## src/rtl/lvl_pkg.sv

```systemverilog
package lvl_pkg;
  typedef enum logic [1:0] {RAMP_IDLE = 2'd0, RAMP_DOWN = 2'd1, RAMP_UP = 2'd2} ramp_e;

  // ratio of one ladder step (about -0.07 dB) in Q15
  localparam longint unsigned STEP_MUL = 64'd32505;

  function automatic longint unsigned coef_at(input int unsigned k, input int unsigned top,
                                               input int unsigned frac);
    longint unsigned c;
    if (k == 0) return 64'd0;
    c = 64'd1 << frac;
    for (int unsigned i = k; i < top; i++)
      c = (c * STEP_MUL + (64'd1 << (frac - 1))) >> frac;
    return c;
  endfunction
endpackage

```

## src/rtl/lvl_gain_ctrl.sv

```systemverilog
module lvl_gain_ctrl #(
  parameter int POS_W = 7
) (
  input  logic             clk,
  input  logic             rst,
  input  logic             step_en,
  input  logic             mute_cmd,
  input  logic             full_cmd,
  input  logic             fade_up,
  input  logic             fade_dn,
  output logic [POS_W-1:0] pos,
  output logic             mute_act
);
  import lvl_pkg::*;
  localparam logic [POS_W-1:0] TOP = {POS_W{1'b1}};

  ramp_e            ramp, ramp_n;
  logic [POS_W-1:0] pos_n;
  logic             mute_n;

  always_comb begin
    pos_n  = pos;
    ramp_n = ramp;
    mute_n = mute_act;
    if (step_en) begin
      case (ramp)
        RAMP_DOWN: begin
          if (pos != '0) pos_n = pos - 1'b1;
          if (pos_n == '0) ramp_n = RAMP_IDLE;
        end
        RAMP_UP: begin
          if (pos != TOP) pos_n = pos + 1'b1;
          if (pos_n == TOP) ramp_n = RAMP_IDLE;
        end
        default: begin
          if (!mute_act) begin
            if (fade_up && !fade_dn && pos != TOP) pos_n = pos + 1'b1;
            else if (fade_dn && !fade_up && pos != '0) pos_n = pos - 1'b1;
          end
        end
      endcase
    end
    if (mute_cmd) begin
      ramp_n = RAMP_DOWN;
      mute_n = 1'b1;
    end else if (full_cmd) begin
      ramp_n = RAMP_UP;
      mute_n = 1'b0;
    end
  end

  always_ff @(posedge clk) begin
    if (rst) begin
      pos      <= TOP;
      ramp     <= RAMP_IDLE;
      mute_act <= 1'b0;
    end else begin
      pos      <= pos_n;
      ramp     <= ramp_n;
      mute_act <= mute_n;
    end
  end

  AST_STEP_ON_STROBE: assert property (@(posedge clk) disable iff (rst)
    (!$past(rst) && pos != $past(pos)) |-> $past(step_en));
  AST_ONE_STEP: assert property (@(posedge clk) disable iff (rst)
    !$past(rst) |-> (pos == $past(pos) || pos == $past(pos) + 1'b1 || pos == $past(pos) - 1'b1));
  AST_MUTE_SETTLED: assert property (@(posedge clk) disable iff (rst)
    (mute_act && ramp == RAMP_IDLE) |-> pos == '0);
endmodule

```

## src/rtl/lvl_scaler.sv

```systemverilog
module lvl_scaler #(
  parameter int DW    = 16,
  parameter int POS_W = 7
) (
  input  logic [POS_W-1:0]     pos,
  input  logic                 atten,
  input  logic signed [DW-1:0] x,
  output logic signed [DW-1:0] y
);
  localparam int NPOS   = 2 ** POS_W;
  localparam int FRAC   = DW - 1;
  localparam int COEF_W = DW + 1;
  localparam int PRW    = DW + COEF_W + 1;
  localparam int ATT_SH = 2;
  localparam logic signed [PRW-1:0] YMAX = PRW'((64'sd1 <<< (DW - 1)) - 1);
  localparam logic signed [PRW-1:0] YMIN = -PRW'(64'sd1 <<< (DW - 1));

  logic [COEF_W-1:0] rom [NPOS];

  for (genvar k = 0; k < NPOS; k++) begin : g_rom
    assign rom[k] = COEF_W'(lvl_pkg::coef_at(k, NPOS - 1, FRAC));
  end

  logic signed [PRW-1:0] prod, rnd, shf;
  int unsigned sh;

  always_comb begin
    sh   = atten ? FRAC + ATT_SH : FRAC;
    prod = PRW'(x) * $signed({1'b0, rom[pos]});
    rnd  = prod + (PRW'(1) <<< (sh - 1));
    shf  = rnd >>> sh;
    if (shf > YMAX)      y = YMAX[DW-1:0];
    else if (shf < YMIN) y = YMIN[DW-1:0];
    else                 y = shf[DW-1:0];
  end
endmodule

```

## src/rtl/lvl_peak.sv

```systemverilog
module lvl_peak #(
  parameter int DW = 16,
  parameter int PW = 8
) (
  input  logic                 clk,
  input  logic                 rst,
  input  logic                 clr,
  input  logic                 vld,
  input  logic signed [DW-1:0] x,
  output logic [PW-1:0]        pk
);
  logic [DW-1:0] mag;
  logic [PW-1:0] top;

  always_comb begin
    if (x == {1'b1, {(DW-1){1'b0}}}) mag = {1'b0, {(DW-1){1'b1}}};
    else if (x[DW-1])                mag = DW'(-x);
    else                             mag = DW'(x);
    top = mag[DW-2 -: PW];
  end

  always_ff @(posedge clk) begin
    if (rst || clr)             pk <= '0;
    else if (vld && top > pk)   pk <= top;
  end

  AST_PEAK_CLEARED: assert property (@(posedge clk) disable iff (rst)
    (!$past(rst) && $past(clr)) |-> pk == '0);
  AST_PEAK_RISES: assert property (@(posedge clk) disable iff (rst)
    (!$past(rst) && !$past(clr)) |-> pk >= $past(pk));
endmodule

```

## src/rtl/lvl_silence.sv

```systemverilog
module lvl_silence #(
  parameter int TERM = 11025
) (
  input  logic clk,
  input  logic rst,
  input  logic vld,
  input  logic quiet,
  output logic done
);
  localparam int CW = $clog2(TERM + 1);
  localparam logic [CW-1:0] LIM = CW'(TERM);

  logic [CW-1:0] cnt;

  always_ff @(posedge clk) begin
    if (rst)           cnt <= '0;
    else if (vld) begin
      if (!quiet)      cnt <= '0;
      else if (!done)  cnt <= cnt + 1'b1;
    end
  end

  assign done = (cnt == LIM);

  AST_SIL_RESTART: assert property (@(posedge clk) disable iff (rst)
    (!$past(rst) && $past(vld) && !$past(quiet)) |-> cnt == '0);
endmodule

```

## src/rtl/level_conv.sv

```systemverilog
module level_conv #(
  parameter int DW    = 16,
  parameter int PW    = 8,
  parameter int POS_W = 7,
  parameter int FS_HZ = 44100
) (
  input  logic          clk,
  input  logic          rst,
  input  logic          smp_vld,
  input  logic [DW-1:0] in_l,
  input  logic [DW-1:0] in_r,
  input  logic          mute_cmd,
  input  logic          full_cmd,
  input  logic          fade_up,
  input  logic          fade_dn,
  input  logic          atten_en,
  input  logic [1:0]    mono_sel,
  input  logic          cdrom_mode,
  input  logic          peak_clr,
  output logic          out_vld,
  output logic [DW-1:0] out_l,
  output logic [DW-1:0] out_r,
  output logic [PW-1:0] peak_l,
  output logic [PW-1:0] peak_r,
  output logic          kill_n
);
  localparam int NCH      = 2;
  localparam int SIL_TERM = FS_HZ / 4;

  logic [POS_W-1:0]     pos;
  logic                 mute_act, sil_done;
  logic signed [DW-1:0] raw [NCH];
  logic signed [DW-1:0] src [NCH];
  logic signed [DW-1:0] scl [NCH];
  logic [PW-1:0]        pk  [NCH];

  assign raw[0] = in_l;
  assign raw[1] = in_r;

  always_comb begin
    case (mono_sel)
      2'd1:    begin src[0] = raw[0]; src[1] = raw[0]; end
      2'd2:    begin src[0] = raw[1]; src[1] = raw[1]; end
      default: begin src[0] = raw[0]; src[1] = raw[1]; end
    endcase
  end

  lvl_gain_ctrl #(.POS_W(POS_W)) u_gain (
    .clk(clk), .rst(rst), .step_en(smp_vld), .mute_cmd(mute_cmd), .full_cmd(full_cmd),
    .fade_up(fade_up), .fade_dn(fade_dn), .pos(pos), .mute_act(mute_act)
  );

  for (genvar c = 0; c < NCH; c++) begin : g_ch
    lvl_scaler #(.DW(DW), .POS_W(POS_W)) u_scl (
      .pos(pos), .atten(atten_en), .x(src[c]), .y(scl[c])
    );
    lvl_peak #(.DW(DW), .PW(PW)) u_pk (
      .clk(clk), .rst(rst), .clr(peak_clr), .vld(smp_vld), .x(raw[c]), .pk(pk[c])
    );
  end

  lvl_silence #(.TERM(SIL_TERM)) u_sil (
    .clk(clk), .rst(rst), .vld(smp_vld), .quiet(in_l == '0 && in_r == '0), .done(sil_done)
  );

  always_ff @(posedge clk) begin
    if (rst) begin
      out_vld <= 1'b0;
      out_l   <= '0;
      out_r   <= '0;
      kill_n  <= 1'b1;
    end else begin
      out_vld <= smp_vld;
      if (smp_vld) begin
        out_l <= scl[0];
        out_r <= scl[1];
      end
      kill_n <= ~(mute_act | cdrom_mode | sil_done);
    end
  end

  assign peak_l = pk[0];
  assign peak_r = pk[1];

  AST_VLD_FOLLOWS: assert property (@(posedge clk) disable iff (rst)
    !$past(rst) |-> out_vld == $past(smp_vld));
  AST_ZERO_GAIN: assert property (@(posedge clk) disable iff (rst)
    (!$past(rst) && $past(smp_vld) && $past(pos) == '0) |-> (out_l == '0 && out_r == '0));
  AST_KILL_FORCED: assert property (@(posedge clk) disable iff (rst)
    (!$past(rst) && ($past(cdrom_mode) || $past(mute_act))) |-> !kill_n);
  AST_OUT_HOLD: assert property (@(posedge clk) disable iff (rst)
    (!$past(rst) && !$past(smp_vld)) |-> ($stable(out_l) && $stable(out_r)));
endmodule

```

## config.mk

```make
export PLATFORM = sky130hd
export DESIGN_NAME = level_conv
export DESIGN_NICKNAME = d
export VERILOG_FILES = /design/src/rtl/lvl_pkg.sv /design/src/rtl/lvl_gain_ctrl.sv /design/src/rtl/lvl_scaler.sv /design/src/rtl/lvl_peak.sv /design/src/rtl/lvl_silence.sv /design/src/rtl/level_conv.sv
export SDC_FILE = /design/constraint.sdc
export NUM_CORES = 2
export LEC_CHECK = 0
export ABC_AREA = 1
export BUFFER_PORTS_ARGS = -buffer_cell sky130_fd_sc_hd__buf_2
export CORE_MARGIN = 3
export CORE_UTILIZATION = 40
export DETAILED_ROUTE_END_ITERATION = 8
export PLACE_DENSITY = 0.66
export SLEW_MARGIN = 10
export SYNTH_ARGS = -nofsm -noshare
export SYNTH_HDL_FRONTEND = slang
export SYNTH_SLANG_ARGS = --single-unit
```

## constraint.sdc

```tcl
create_clock -name clk -period 9.38 [get_ports clk]
set_input_delay 1.407 -clock clk [delete_from_list [all_inputs] [get_ports clk]]
set_output_delay 1.407 -clock clk [all_outputs]
set_load 0.01 [all_outputs]
```

=== Word level (Yosys, flattened, before mapping) ===
Memories as Yosys holds them, arrays and structs flattened.
Index checks and enable logic that the tools add are counted.
W data, S select, Z words.

* Output and inout bits: 50
* Register bits after elaboration: 74
* Logic and storage cells: 108
* Bits of input ports: 44
* Memories kept: 1
* ROM bits: 2176

* Reduce and logical (&&, ||, !) cells: 25
* Equal/unequal tests: 15
* Multiplexer cells: 32
* Add/sub/neg operators: 8
* Bitwise operators: 4
* Shift-type cells: 3
* $mul: 2
* Order comparisons: 7

{| class="wikitable"
|+ Memory list
! name !! words !! bits a word !! rd ports !! clocked after Yosys merged registers in !! write ports !! RTL line !! RTL
|-
| (no name shown) || 128 || 17 || 1 || 0 || 0 || lvl_scaler.sv:29 || <nowiki>prod = PRW'(x) * $signed({1'b0, rom[pos]});</nowiki>
|}

{| class="wikitable"
|+ Operators with widths
! operator !! count
|-
| $add A34 B34 Y34 || 2
|-
| $gt A34 B16 Y1 const B || 2
|-
| $lt A34 B16 Y1 const B || 2
|-
| $mul A16 B18 Y34 || 2
|-
| $sshr A34 B32 Y34 || 2
|-
| $mux W16 || 4
|-
| $pmux W32 S2 || 1
|-
| $mux W7 || 9
|-
| $mux W15 || 4
|-
| $mux W17 || 2
|-
| $sshl A2 B32 Y34 const A || 1
|-
| $eq A16 B16 Y1 const B || 2
|-
| $logic_not A16 Y1 || 2
|-
| $sub A32 B1 Y32 const B || 1
|-
| $neg A15 Y15 || 2
|-
| $mux W14 || 2
|-
| $gt A8 B8 Y1 || 2
|-
| $add A14 B1 Y14 const B || 1
|-
| $eq A14 B14 Y1 const B || 1
|-
| $pmux W7 S2 || 1
|-
| $ge A8 B8 Y1 const B || 1
|-
| $mux W2 || 4
|-
| $ne A4 B3 Y1 const B || 2
|-
| $not A7 Y8 || 1
|-
| other kinds (26) || 43
|}

=== Logic depth before layout (Yosys ltp) ===
* Depth in word-level cells: 10
* Depth in mapped cells: 46
* Gate-level depth less buffers: 42

=== Modules after synthesis ===
Synthesis repeated with hierarchy kept, for this count alone.

* Cells, all modules: 4204
* Area total of the unflattened synthesis: 28426.0 sq um

{| class="wikitable"
|+ Modules (own cells, without submodules)
! module !! cells an instance !! area an instance (sq um) !! times used !! sequential area each (sq um)
|-
| lvl_scaler (g_ch[0].u_scl) || 1607 || 11267.1 || 1 || 0.0
|-
| lvl_scaler (g_ch[1].u_scl) || 1602 || 11235.8 || 1 || 0.0
|-
| level_conv || 316 || 1866.8 || 1 || 680.7
|-
| lvl_peak || 154 || 925.9 || 2 || 160.2
|-
| lvl_silence || 189 || 1108.6 || 1 || 280.3
|-
| lvl_gain_ctrl || 182 || 1096.1 || 1 || 200.2
|}

=== Worst setup path after synthesis ===
OpenSTA, ideal clock, no wires.

* Path kind: input-to-reg
* Start: in mono_sel[0]
* End: reg out_l[0]
* Path slack: 1187 ps
* Library setup time: 113 ps
* Data arrival time: 8080 ps
* Required time: 9267 ps
* Stages on the path: 34
* Cell sequence: inv_1 > ha_1 > inv_2 > clkbuf_1 > clkbuf_1 > o21ai_0 > inv_1 > clkbuf_1 > nand2_1 > fa_1 > fa_1 > inv_1 > fa_1 > fa_1 > fa_1 > inv_1 > fa_1 > inv_1 > ha_1 > a21oi_1 > o21a_1 > inv_1 > a21oi_1 > o22ai_1 > a211oi_1 > nand3_1 > nand3_1 > nand2_1 > nand3_2 > nand2_1 > inv_2 > nor2_1 > o21ai_1 > inv_1

* Cells in the longest elaborated chain, start to end: 8
* Elaborated cells between the ends (all ways): 10
* Those cells by class: add/sub: 1; mul: 1; order compare: 2; eq/ne: 2; shift: 1; mux: 3

{| class="wikitable"
|+ RTL lines
! item !! RTL line !! RTL
|-
| start: declaration || level_conv.sv:17 || <nowiki>input logic [1:0] mono_sel,</nowiki>
|-
| $eq A2 B2 Y1 / $eq A2 B1 Y1 (equally long branches) || level_conv.sv:41 || <nowiki>case (mono_sel)</nowiki>
|-
| $pmux W32 S2 (*) || level_conv.sv:41 ||
|-
| $mul A16 B18 Y34 (*) || lvl_scaler.sv:29 ||
|-
| $add A34 B34 Y34 (*) || lvl_scaler.sv:30 || <nowiki>rnd = prod + (PRW'(1) <<< (sh - 1));</nowiki>
|-
| $sshr A34 B32 Y34 (*) || lvl_scaler.sv:31 || <nowiki>shf = rnd >>> sh;</nowiki>
|-
| $lt A34 B16 Y1 || lvl_scaler.sv:33 || <nowiki>else if (shf < YMIN) y = YMIN[DW-1:0];</nowiki>
|-
| $mux W16 || lvl_scaler.sv:33 ||
|-
| $mux W16 (*) || lvl_scaler.sv:32 || <nowiki>if (shf > YMAX) y = YMAX[DW-1:0];</nowiki>
|-
| end signal: assignment || level_conv.sv:75 || <nowiki>out_l <= scl[0];</nowiki>
|-
| end: declaration || level_conv.sv:21 || <nowiki>output logic [DW-1:0] out_l,</nowiki>
|}

Mark *: on every way between the ends. The rest lies on a longest branch, timed or not.
A chain may end at the register's enable or synchronous reset.

=== Worst setup path in the final report ===
* Start: in mono_sel[0]
* End: reg out_l[8]

The elaborated chain is that of the path after synthesis.

==> results by group <==
Detailed routing
  – Via Count: between 20000 and 25000
  – Final ANT Viol Nets: 0
  – Starting DRT DRC Count: 2347
  – Residual DRC count: 0
  – DRT Pass-1 Iters: 8
  – Vias/cell: approximately 5.3
  – Total wire length: 80360 um
  – DR WL/cell: around 18 um

Yosys
  – Yosys top cell by area: fa_1
  – Most used flip-flop cell after synthesis: dfxtp_1
  – Syn nets: 4192
  – Top cell type's share of synthesized area: a little under a third
  – Post-Synthesis Cells: 3467
  – Avg Synthesized Cell Area: 7.178 um2
  – Synth async-reset ratio: 0%
  – Sequential share of the synthesized area: 5.953%
  – Yosys reg bits: 74
  – Number of flops mapped to enable cells by yosys: 0
  – Synthesized area: 24890 um2
  – Ys Warns: 0
  – Synth top area cells: fa_1 (31%), ha_1 (15%), inv_1 (10%)
  – Netlist cell types: 62

STA
  – Share of the clock period used by the worst path: between 90% and 100%
  – Slew Limit Fails: 0
  – Hold slack: 0.4687 ns
  – Setup TNS: 0 ns
  – Final Hold Viols: 0
  – Fmax: between 0.1 and 0.15 GHz
  – Measured slew at the worst slew-check pin: 1.183 ns
  – Setup violators final: 0
  – Minimum clock period: 8.839 ns
  – RSZ-0062 raised after global routing: no
  – Max transition margin: a little over a fifth
  – Final Skew: 0.02228 ns

Global route
  – GR Overflow Total: 0
  – Largest net degree at the start of global routing: 39
  – Tot GR Track Use: 24.92%
  – Vias in the first global route: 23470
  – Initial antenna violation count: 3
  – First-pass GRT wire length: about 130000 um

Finish
  – Cell area after layout: around 27000 um2
  – Layout Cells excl Fill: 4392
  – Antenna cells: 0
  – Final Net Count: 4284
  – Area grow syn2layout: 8.361%
  – Fill cells: 6311
  – Fraction of layout cells with a size suffix above 1: 7.884%

Hold path
  – Worst Hold Class: reg2reg

Critical path
  – Critical Path Source Type: primary input
  – WP data required: about 9.7 ns
  – Crit path DAT: between 9 and 10 ns
  – CP Max Fanout: 34
  – CP Capture Type: flop
  – Critical path class: in2reg
  – Crit path max-delay cell type: fa_1
  – CP peak stage delay: 0.57 ns

CTS
  – CTS Hold Buffers Added: 0
  – H-tree depth: 3
  – Clock sink count: 74
  – Clock Latency Late Sink: 0.40 ns
  – CTS tree: built
  – Clk root buf: clkbuf_16
  – Worst-case clock buffer depth: 2
  – Clock transition at path regs: approximately 0.07 ns
  – Num CTS Buffers: 9

Flow run
  – Max-capacitance violation count: 0

Die
  – Die height: approximately 260 um
  – Cell Rows: 90
  – Core area: 60920 um2
  – Starting Density: 40.85%
  – Die area: roughly 65000 um2
  – Die X: 255.4 um
  – Io pins: 94

Placement
  – Detailed placer's ending HPWL: ~66000 um
  – Dpl cells: 4376
  – Dpl cell area: 26660 um2
  – GPL Wtd Cong: 1.001
  – Number of buffers added on ports: 93

Status
  – Status: completed
per-layer routing:
layer	GRT usage, %	share of wire, %	vias to the layer above
met4	7.948	3.4	4
met1	34.92	44	11240
met3	6.843	11	167
met5	0	0.026	-
met2	37.24	42	1106
li1	-	-	10930
path summary, 6_finish.rpt:
| check | startpoint | to | slack, ns | cells after the start |
|---|---|---|---|---|
| setup / recovery | mono_sel[0] | out_l[8] | 0.54 | 35 |
| hold / removal | out_r[6] | out_r[6] | 0.47 | 2 |
| setup reg to reg | u_gain.pos[2] | out_l[8] | 0.66 | 38 |
| hold reg to reg | out_r[6] | out_r[6] | 0.47 | 2 |
final cells by class:
class | instances | area [um2] | share of cell area [%]
clock inverters | 6 | 72.57 | 0.2691
well taps | 828 | 1036 | 3.842
inverters | 708 | 2660 | 9.864
clock buffers | 10 | 239.0 | 0.8862
flip-flops and latches | 74 | 1481 | 5.493
repair buffers | 195 | 1231 | 4.565
multi-input cells | 2571 | 20250 | 75.08
critical path, delay by kind of cell:
family	cells	cell delay [ns]
AO/OA/AOI/OAI	7	1.55
buffers and inverters	11	1.49
adder cells (fa/ha/maj)	8	3.87
AND/OR/NAND/NOR	9	0.81
synth_stat cells, types with 17 or more instances:
cell type  number
a21oi_1       164
inv_1         684
o21ai_0       140
dfxtp_1        74
nor3_1         31
ha_1          291
nor2_1        474
fa_1          390
clkbuf_1       93
nand3_1       131
o211ai_1       17
xor2_1         27
o21ai_1        25
nand2_1       674
state kept, by name (all words and copies together) (netlist names), 2 cells and up:
name          flops
u_gain.pos        7
out_l            16
g_ch.u_pk.pk     16
u_sil.cnt        14
out_r            16
u_gain.ramp       2
cell usage in the layout, fill, tap and decap left out, types with 12 or more instances in the layout:
cell / count
o21ai_1: 29
or2_2: 12
o2111ai_1: 16
nor2_1: 474
nand2_2: 15
a221o_1: 15
a31oi_1: 16
a21oi_1: 164
o21a_1: 13
clkinv_1: 12
ha_1: 291
o21ai_0: 136
fa_1: 390
xor2_1: 27
nand3_1: 131
nor3_1: 31
inv_1: 684
o211ai_1: 17
buf_2: 93
dfxtp_1: 74
nand2_1: 674
buf_4: 102
logic make-up (layout without fill, tap and decap cells):
logic type | Yosys count | in the layout | share of synthesized area [%]
adders and majority gates | 681 | 681 | 46.00
and+or+nand+nor | 1381 | 1381 | 22.68
AOI/OAI and AO/OA | 469 | 469 | 11.23
DFF | 74 | 74 | 5.953
muxes | 1 | 1 | 0.04022
buffers and inverters | 822 | 919 | 12.69
xor gates and xnor gates | 39 | 39 | 1.403
timing repair:
item	4_1_cts	5_1_grt
endpoints found under the hold margin	0	0
buffers inserted	0	0
gates resized for setup	0	1
setup endpoints to repair	0	1
through the flow:
step                      setup WS, ns  utilization [%]
after floorplan                  1.187                -
after global placement          0.4809            43.75
after detailed placement        0.3249            43.75
after CTS                       0.6827            44.27
after global routing           0.01227            44.27
final                           0.5412            44.27
Power is not shown: default switching activity piles up to over one toggle a cycle in this logic, so the estimate is an artifact.
